[src/rtl/cfg_addr_xlate.sv]
module cfg_addr_xlate #(
  parameter int OFF_W     = 16,
  parameter int BUS_W     = 8,
  parameter int SZ_W      = 2,
  parameter int IDSEL_LSB = 11,
  parameter int INV_BIT   = 16
) (
  input  logic        clk,
  input  logic        rst_n,
  input  logic        req_i,
  input  logic [15:0] win_off_i,
  input  logic [31:0] map_cfg_i,
  input  logic [7:0]  bus_num_i,
  input  logic [1:0]  size_i,
  output logic        done_o,
  output logic [31:0] cfg_addr_o,
  output logic        valid_o,
  output logic        invalid_o,
  output logic        error_o,
  output logic [31:0] fill_o
);
  localparam int LOC_W   = 32;
  localparam int HI_W    = LOC_W - OFF_W;
  localparam int IDSEL_W = LOC_W - IDSEL_LSB;
  localparam int DEV_W   = 5;

  logic [LOC_W-1:0]   loc;
  logic [IDSEL_W-1:0] idsel;
  logic [DEV_W-1:0]   dev;
  logic               bad_type, no_dev;
  logic [31:0]        addr_n, ones_n;

  assign loc      = {map_cfg_i[HI_W-1:0], win_off_i};
  assign idsel    = loc[LOC_W-1:IDSEL_LSB];
  assign bad_type = map_cfg_i[INV_BIT];
  assign no_dev   = (idsel == '0);

  // lowest set bit wins: scan downward so the last hit is the smallest index
  always_comb begin
    dev = '0;
    for (int i = IDSEL_W - 1; i >= 0; i--)
      if (idsel[i]) dev = DEV_W'(i);
  end

  assign addr_n = {1'b1, 7'd0, bus_num_i, dev, loc[10:8], loc[7:2], 2'b00};
  assign ones_n = 32'hFFFF_FFFF >> {~size_i, 3'b000};

  always_ff @(posedge clk) begin
    if (!rst_n) begin
      done_o     <= 1'b0;
      cfg_addr_o <= '0;
      valid_o    <= 1'b0;
      invalid_o  <= 1'b0;
      error_o    <= 1'b0;
      fill_o     <= '0;
    end else begin
      done_o <= req_i;
      if (req_i) begin
        invalid_o  <= bad_type;
        error_o    <= !bad_type && no_dev;
        valid_o    <= !bad_type && !no_dev;
        cfg_addr_o <= (bad_type || no_dev) ? '0 : addr_n;
        fill_o     <= bad_type ? ones_n : '0;
      end
    end
  end

  p_done_follows_req_r1: assert property (@(posedge clk) disable iff (!rst_n)
    req_i |=> done_o);
  p_done_needs_req_r1: assert property (@(posedge clk) disable iff (!rst_n)
    done_o |-> $past(req_i));
  p_one_outcome_r3: assert property (@(posedge clk) disable iff (!rst_n)
    done_o |-> $onehot({valid_o, invalid_o, error_o}));
  p_ones_on_invalid_r3: assert property (@(posedge clk) disable iff (!rst_n)
    (done_o && invalid_o) |-> (fill_o[7:0] == 8'hFF && cfg_addr_o == '0));
  p_enable_bit_r6: assert property (@(posedge clk) disable iff (!rst_n)
    (done_o && valid_o) |-> (cfg_addr_o[31] && cfg_addr_o[30:24] == '0 && cfg_addr_o[1:0] == '0));
  p_bus_field_r6: assert property (@(posedge clk) disable iff (!rst_n)
    (req_i && !bad_type && !no_dev) |=> (cfg_addr_o[23:16] == $past(bus_num_i)));
  p_err_suppress_r7: assert property (@(posedge clk) disable iff (!rst_n)
    (done_o && error_o) |-> (cfg_addr_o == '0 && fill_o == '0));
  p_hold_idle_r9: assert property (@(posedge clk) disable iff (!rst_n)
    !req_i |=> ($stable(cfg_addr_o) && $stable(fill_o) && $stable({valid_o, invalid_o, error_o})));
endmodule

[config.mk]
export PLATFORM = sky130hd
export DESIGN_NAME = cfg_addr_xlate
export DESIGN_NICKNAME = d
export VERILOG_FILES = /design/src/rtl/cfg_addr_xlate.sv
export SDC_FILE = /design/constraint.sdc
export NUM_CORES = 1
export LEC_CHECK = 0
export ABC_AREA = 0
export BUFFER_PORTS_ARGS = -buffer_cell sky130_fd_sc_hd__buf_2
export CAP_MARGIN = 20
export CORE_MARGIN = 4
export CORE_UTILIZATION = 42
export CTS_CLUSTER_SIZE = 10
export DETAILED_ROUTE_END_ITERATION = 12
export GPL_ROUTABILITY_DRIVEN = 0
export PLACE_DENSITY = 0.95
export SYNTH_ARGS = -nofsm -noshare
export SYNTH_HDL_FRONTEND = slang
export SYNTH_SLANG_ARGS = --single-unit
[constraint.sdc]
create_clock -name clk -period 3.1 [get_ports clk]
set_input_delay 0.31 -clock clk [delete_from_list [all_inputs] [get_ports clk]]
set_output_delay 0.31 -clock clk [all_outputs]
set_load 0.005 [all_outputs]
# --- Word level (Yosys, flattened, before mapping) ---
# Cells that the tools add are included.
word_totals:
  in_bits: 61
  output_inout_bits: 68
  reg_bits: 68
  elab_cells: 37
classes:
  n_shift: 1
  muxes: 23
  bitwise_logic: 1
  reduce_logical: 6
op_table:
  columns: ["operator", "n"]
  rows:
  - ["$mux W5", 21]
  - ["$mux W32", 2]
  - ["$shr A32 B5 Y32 const A", 1]
  - ["$logic_not A21 Y1", 1]
  - ["$logic_and A1 B1 Y1", 2]
  - ["$logic_not A1 Y1", 2]
  - ["$not A2 Y2", 1]
  - ["$logic_or A1 B1 Y1", 1]

# --- Depth between registers and ports, before layout ---
# Gate-level depths: netlist of the first run.
depth:
  word_depth: 22
  mapped_depth: 7
  mapped_depth_nobuf: 5

# --- Worst setup path after synthesis of the first run ---
# OpenSTA, ideal clock, no wires.
synth_path:
  kind: "input port to flip-flop"
  startpoint: "input map_cfg_i[0]"
  endpoint: "register cfg_addr_o[13]"
  setup_time_ns: 0.117
  slack_ns: 1.529
  arrival_time_ns: 1.454
  cell_stages: 6
  cell_sequence: "nor4_2 nand2_1 o31a_1 buf_6 buf_12 a32o_1"
synth_via:
  elab_chain_len: 7
  word_cells_on_any_way: 9
  cone_classes: "mux: 7; reduce/logical: 2"
synth_rtl:
  columns: ["item", "line_no", "text"]
  rows:
  - ["start, declared", "12", "input logic [31:0] map_cfg_i,"]
  - ["$mux W5 (6 in series)", "42", "if (idsel[i]) dev = DEV_W'(i);"]
  - ["$mux W32 *", "62", "cfg_addr_o <= (bad_type || no_dev) ? '0 : addr_n;"]
  - ["end signal, assigned", "62", null]
  - ["end, declared", "16", "output logic [31:0] cfg_addr_o,"]
# Every way passes the cells marked *; elsewhere a longest branch is shown, timed or not.
# A chain may end at the register's enable or synchronous reset.

==> results of run 1 <==
[metrics by stage]
step | worst slack [ns] | util (%) | instances | instance area, um2
after global placement | 1.026 | 50.92 | 295 | 1864
after global routing | 1.091 | 53.18 | 303 | 1947
final | 1.237 | 53.18 | 303 | 1947
after CTS | 1.252 | 53.18 | 303 | 1947
after floorplan | 1.529 | - | 190 | 1629
after detailed placement | 0.9701 | 50.92 | 295 | 1864
[state kept, by name, indices dropped and copies added, names as in the netlist]
| register | flops |
|---|---|
| cfg_addr_o | 22 |
| fill_o | 4 |
| done_o | 1 |
| error_o | 1 |
| valid_o | 1 |
[worst reg2reg max path: stages (launching register included)]
cell,delay (ns)
dfxtp_1,0.34
a21oi_1,0.07
a221oi_1,0.27
[routing by layer]
layer / vias to the layer above / global-route usage, % / part of all wire (%)
li1: 726 / - / -
met1: 649 / 16.53 / 39
met5: - / 0 / 0
met3: 4 / 5.362 / 9.3
met2: 68 / 25.21 / 50
met4: 0 / 5.532 / 1.3
[logic make-up after synthesis]
family,Yosys count,synth area share (%)
multiplexers,1,0.6260
AO/OA/AOI/OAI,43,20.81
AND/OR/NAND/NOR,57,19.41
other,1,0.2345
buffers and inverters,51,22.61
flip-flops,29,36.31
[synthesized netlist by cell type, types with 2 or more instances]
cell and number:
a22oi_1 10, dfxtp_1 29, nor4_4 2, nand3_1 4
nor2_1 28, o21ai_0 3, a211oi_1 2, a22oi_2 8
nand2b_1 2, buf_4 39, nand2_1 7, nor4_2 3
o211ai_1 2, nor3_1 5, nor2b_1 2, clkbuf_1 3
buf_1 2, a21oi_1 11, inv_1 4
[area by class of cell]
| cell class | instances | area share (%) |
|---|---|---|
| timing repair buffer | 103 | 26.61 |
| inverter | 5 | 0.9640 |
| multi-input combinational | 110 | 35.28 |
| clock inverter | 2 | 0.5141 |
| clock buffer | 6 | 3.728 |
| tap | 48 | 3.085 |
| sequential | 29 | 29.82 |
[worst max-delay path by stage]
| stage | start | to | slack [ns] |
|---|---|---|---|
| after detailed placement | req_i | cfg_addr_o[12] | 0.97 |
| after global routing | req_i | cfg_addr_o[12] | 1.09 |
| after global placement | req_i | cfg_addr_o[12] | 1.03 |
| final | req_i | cfg_addr_o[12] | 1.24 |
| after floorplan | map_cfg_i[0] | cfg_addr_o[13] | 1.53 |
| after CTS | req_i | cfg_addr_o[12] | 1.25 |
[where the power goes]
part / switching (uW) / internal (uW) / leakage [uW]
combinational: 70.4 / 60.4 / 0.000691
clock: 134 / 155 / 0.0000450
sequential: 9.04 / 386 / 0.000236
==> results.txt, run 1 <==
# fillers -> 345
R2R Path End -> cfg_addr_o[12]
Leakage -> 0.0009719 uW
Starting density of the core -> 43.68%
Crit-path slowest cell -> o31a_1
Synth warn -> 0
Seq/Total Area, Yosys -> 36.31%
DR pass1 iterations -> 4
Layout cells sized above 1 -> 49.41%
Critical Path Stages -> 5
Largest net degree at the start of global routing -> 29
Required @ worst endpoint -> 3.28 ns
Via count -> 1447
Worst R2R Path Depth -> 2
Vias in the first global route -> 1315
Initial DRC Count -> 37
Worst Hold Slack -> 0.2632 ns
Delay-heaviest family, CP -> compound AO/OA/AOI/OAI gates
Rows -> 22
Hold endpoint -> cfg_addr_o[17]
N_diodes -> 0
Die Span Y -> 69.70 um
Syn Inst Count -> 182
Crit end category -> flop
Fmax -> 536.8 MHz
Max stage delay on crit path -> 0.81 ns
Area growth, synth to finish -> 21.75%
Max-cap violations -> 0
Final Power -> 814.3 uW
CTS tree -> yes
Post-CTS sizing -> 0
Number of library cell types mapped by synthesis -> 35
Initial antenna violation count -> 0
Worst hold path class -> primary input to flop
Worst-path clk slew -> 0.06 ns
Status -> finished clean
Async set-reset flop share out of synthesis -> 0%
Setup CP Type -> primary input to flop
Cells along the critical path -> buf_2 -> nor2b_1 -> o31a_1 -> or2b_1 -> a221oi_1
Syn avg cell area -> 8.786 um2
Gr ovfl total -> 0
Post-CTS Hold Buffers -> 0
Pwr dens -> 418.2 nW/um2
DIE AREA -> 4858 um2
Sequential Area -> 580.6 um2
EDFF count, synth -> 0
Post-CTS Setup Bufs -> 0
R2R setup slack -> 2.33 ns
Hold Vio Cnt, Final -> 0
Skew-Pair Late Insertion Delay -> 0.27 ns
First-pass GRT wire length -> 5851 um
Most frequent cells in the layout -> 102 x buf_2, 29 x dfxtp_1, 28 x nor2_1
#FFs+latches synth -> 29
Global Route Usage Sum -> 14.68%
RR Startpoint -> cfg_addr_o[12]
Prevailing post-synth register cell -> dfxtp_1
Tcrit/Tclk final -> 60.09%
Total Routed Length -> 3675 um
Clock root cell -> clkbuf_8
IO Count -> 129
Hpwl dp -> 2869 um
RSZ-0062 raised after global routing -> no
Share of the synthesized area in the top cell type -> 36.31%
Final net count -> 315
Crit path buf inv count -> 1
Critical path startpoint category -> primary input
CTS Buf Count -> 5
Setup Skew -> 0 ns
Die X-Extent -> 69.70 um
Core region area -> 3661 um2
Port Buffer Count -> 102
Largest cells by area after synthesis -> dfxtp_1 36%, buf_4 18%, nor2_1 6.6%
Critical path arrival -> 2.04 ns
Multi-input logic area -> 686.9 um2
Setup_tns -> 0 ns
Worst Tran Pin Value -> 0.9494 ns
Most common cell after layout, fill and taps aside -> buf_2
Post-Syn Area -> 1599 um2
Hold depth -> 3
Crit path max fanout -> 20
CTS HTree Levels -> 2
# setup viols final -> 0
DRC violations left -> 0
Min cycle time layout -> 1.863 ns
Clock Tree Buf Depth -> 2
Peak supply drop -> 262.2 uV
CTS Sinks -> 29
WL/cell -> 12.13 um
Slew Limit Fails -> 0
ANT nets after route -> 0
Synth area leader -> dfxtp_1
Avg Vias per Cell -> 4.776
Worst slew margin -> 36.71%
Min-delay src -> bus_num_i[1]
Note: power is estimated with default switching activity, not from simulation.
==> inputs of run 2 (changes only) <==
- CORE_UTILIZATION: 42 -> 39
- PLACE_DENSITY: 0.95 -> 0.91
- clock period: 3.1 -> 1.95 ns (I/O delays scaled with it)
==> results.txt, run 2 (synthesis results as in run 1) <==
CTS Buf Count -> 5
Layout cells sized above 1 -> 50.00%
Clock root cell -> clkbuf_8
Global Route Usage Sum -> 13.44%
Critical path arrival -> 1.67 ns
Hpwl dp -> 2973 um
Critical path startpoint category -> primary input
Post-CTS sizing -> 0
Max FFs per register -> 22
Worst setup path startpoint -> map_cfg_i[0]
Max-cap violations -> 0
# setup viols final -> 0
Initial antenna violation count -> 0
Setup Skew -> 0 ns
Die X-Extent -> 72.03 um
DIE AREA -> 5188 um2
Total Routed Length -> 3745 um
Required @ worst endpoint -> 2.09 ns
Clock network power share -> 38.8%
Final Power -> 1367 uW
Via count -> 1473
First-pass GRT wire length -> 5554 um
Crit path capture -> cfg_addr_o[16]
Slew Limit Fails -> 0
IO Count -> 129
Hold Vio Cnt, Final -> 0
Largest net degree at the start of global routing -> 29
Most common cell after layout, fill and taps aside -> buf_2
Clock Tree Buf Depth -> 2
Top reg by flops -> cfg_addr_o
Sw frac -> 24.73%
Sw Pwr -> 337.9 uW
Worst-path clk slew -> 0.06 ns
Sequential fraction of design power -> 46.0%
DRC violations left -> 0
Die Span Y -> 72.03 um
Pwr dens -> 691.7 nW/um2
Crit end category -> flop
Setup CP Type -> primary input to flop
Avg Vias per Cell -> 4.814
Status -> finished clean
Min cycle time layout -> 1.535 ns
Vias in the first global route -> 1291
Setup_tns -> 0 ns
Internal power -> 1029 uW
Most frequent cells in the layout -> 102 x buf_2, 29 x dfxtp_1, 28 x nor2_1
Port Buffer Count -> 102
ANT nets after route -> 0
Peak supply drop -> 462.0 uV
Gate power share -> 15.3%
RSZ-0062 raised after global routing -> no
Met1 WL -> 1499 um
R2R setup slack -> 1.17 ns
Worst R2R Path Depth -> 2
Tcrit/Tclk final -> 78.71%
Worst hold path class -> primary input to flop
N_diodes -> 0
Starting density of the core -> 40.26%
DR pass1 iterations -> 4
R2R Path End -> cfg_addr_o[12]
Largest regs -> cfg_addr_o x22, fill_o x4
Fmax -> 651.5 MHz
Leakage -> 0.0009864 uW
Initial DRC Count -> 31
Core region area -> 3971 um2
RR Startpoint -> cfg_addr_o[12]
CTS tree -> yes
Area growth, synth to finish -> 23.55%
Post-CTS Setup Bufs -> 0
DR top layer -> met4
Post-CTS Hold Buffers -> 0
Met2 wire len -> 1857 um
Crit path max fanout -> 14
CTS HTree Levels -> 2
Final net count -> 316
WL/cell -> 12.24 um
Rows -> 23
Met3 wire length -> 359 um
Gr ovfl total -> 0
CTS Sinks -> 29
Skew-Pair Late Insertion Delay -> 0.27 ns
==> run 2: worst min-delay path by stage <==
| stage | cells after the start | endpoint | slack [ns] | from |
|---|---|---|---|---|
| floorplan | 2 | cfg_addr_o[10] | 0.32 | win_off_i[10] |
| global placement | 3 | cfg_addr_o[19] | 0.42 | bus_num_i[3] |
| detailed placement | 3 | cfg_addr_o[20] | 0.43 | bus_num_i[4] |
| CTS | 3 | cfg_addr_o[17] | 0.14 | bus_num_i[1] |
| global route | 3 | cfg_addr_o[20] | 0.15 | bus_num_i[4] |
| finish | 3 | cfg_addr_o[22] | 0.15 | bus_num_i[6] |
==> run 2: stage by stage <==
step           worst slack (ns)  cells  cell area, um2  util [%]  hold WS (ns)
2_1_floorplan            0.4936    190            1629         -        0.3245
3_3_place_gp             0.1708    298            1874     47.20        0.4210
3_5_place_dp             0.1152    298            1874     47.20        0.4301
4_1_cts                  0.4014    306            1976     49.75        0.1440
5_1_grt                  0.2726    306            1976     49.75        0.1509
6_report                 0.4151    306            1976     49.75        0.1491
==> run 2: power groups by stage <==
stage / combinational, uW / clock, uW / sequential (uW)
after floorplan: 137 / 0 / 644
after global placement: 206 / 0 / 640
after detailed placement: 211 / 0 / 641
after CTS: 211 / 552 / 628
after global routing: 232 / 581 / 631
final: 209 / 530 / 628
==> run 2: cell type report <==
class,count,area [um2]
fillers,377,1996
multi-input cells,110,686.9
flip-flops and latches,29,580.6
repair buffers,104,525.5
clock buffers,7,96.34
well taps,50,62.56
inverters,5,18.77
clock inverters,1,5.005
==> run 2: layer usage <==
metal  up-vias  global-route usage, %
li1        735                      -
met1       666                  15.35
met2        68                  23.78
met3         4                  3.601
met4         0                  5.219
met5         -                      0
==> run 2: critical path, stage by stage <==
cell and delay, ns:
buf_2 0.12, nor4_2 0.38, nand2_1 0.10, o31a_1 0.40
buf_4 0.25, a22oi_2 0.16, nor2_1 0.06
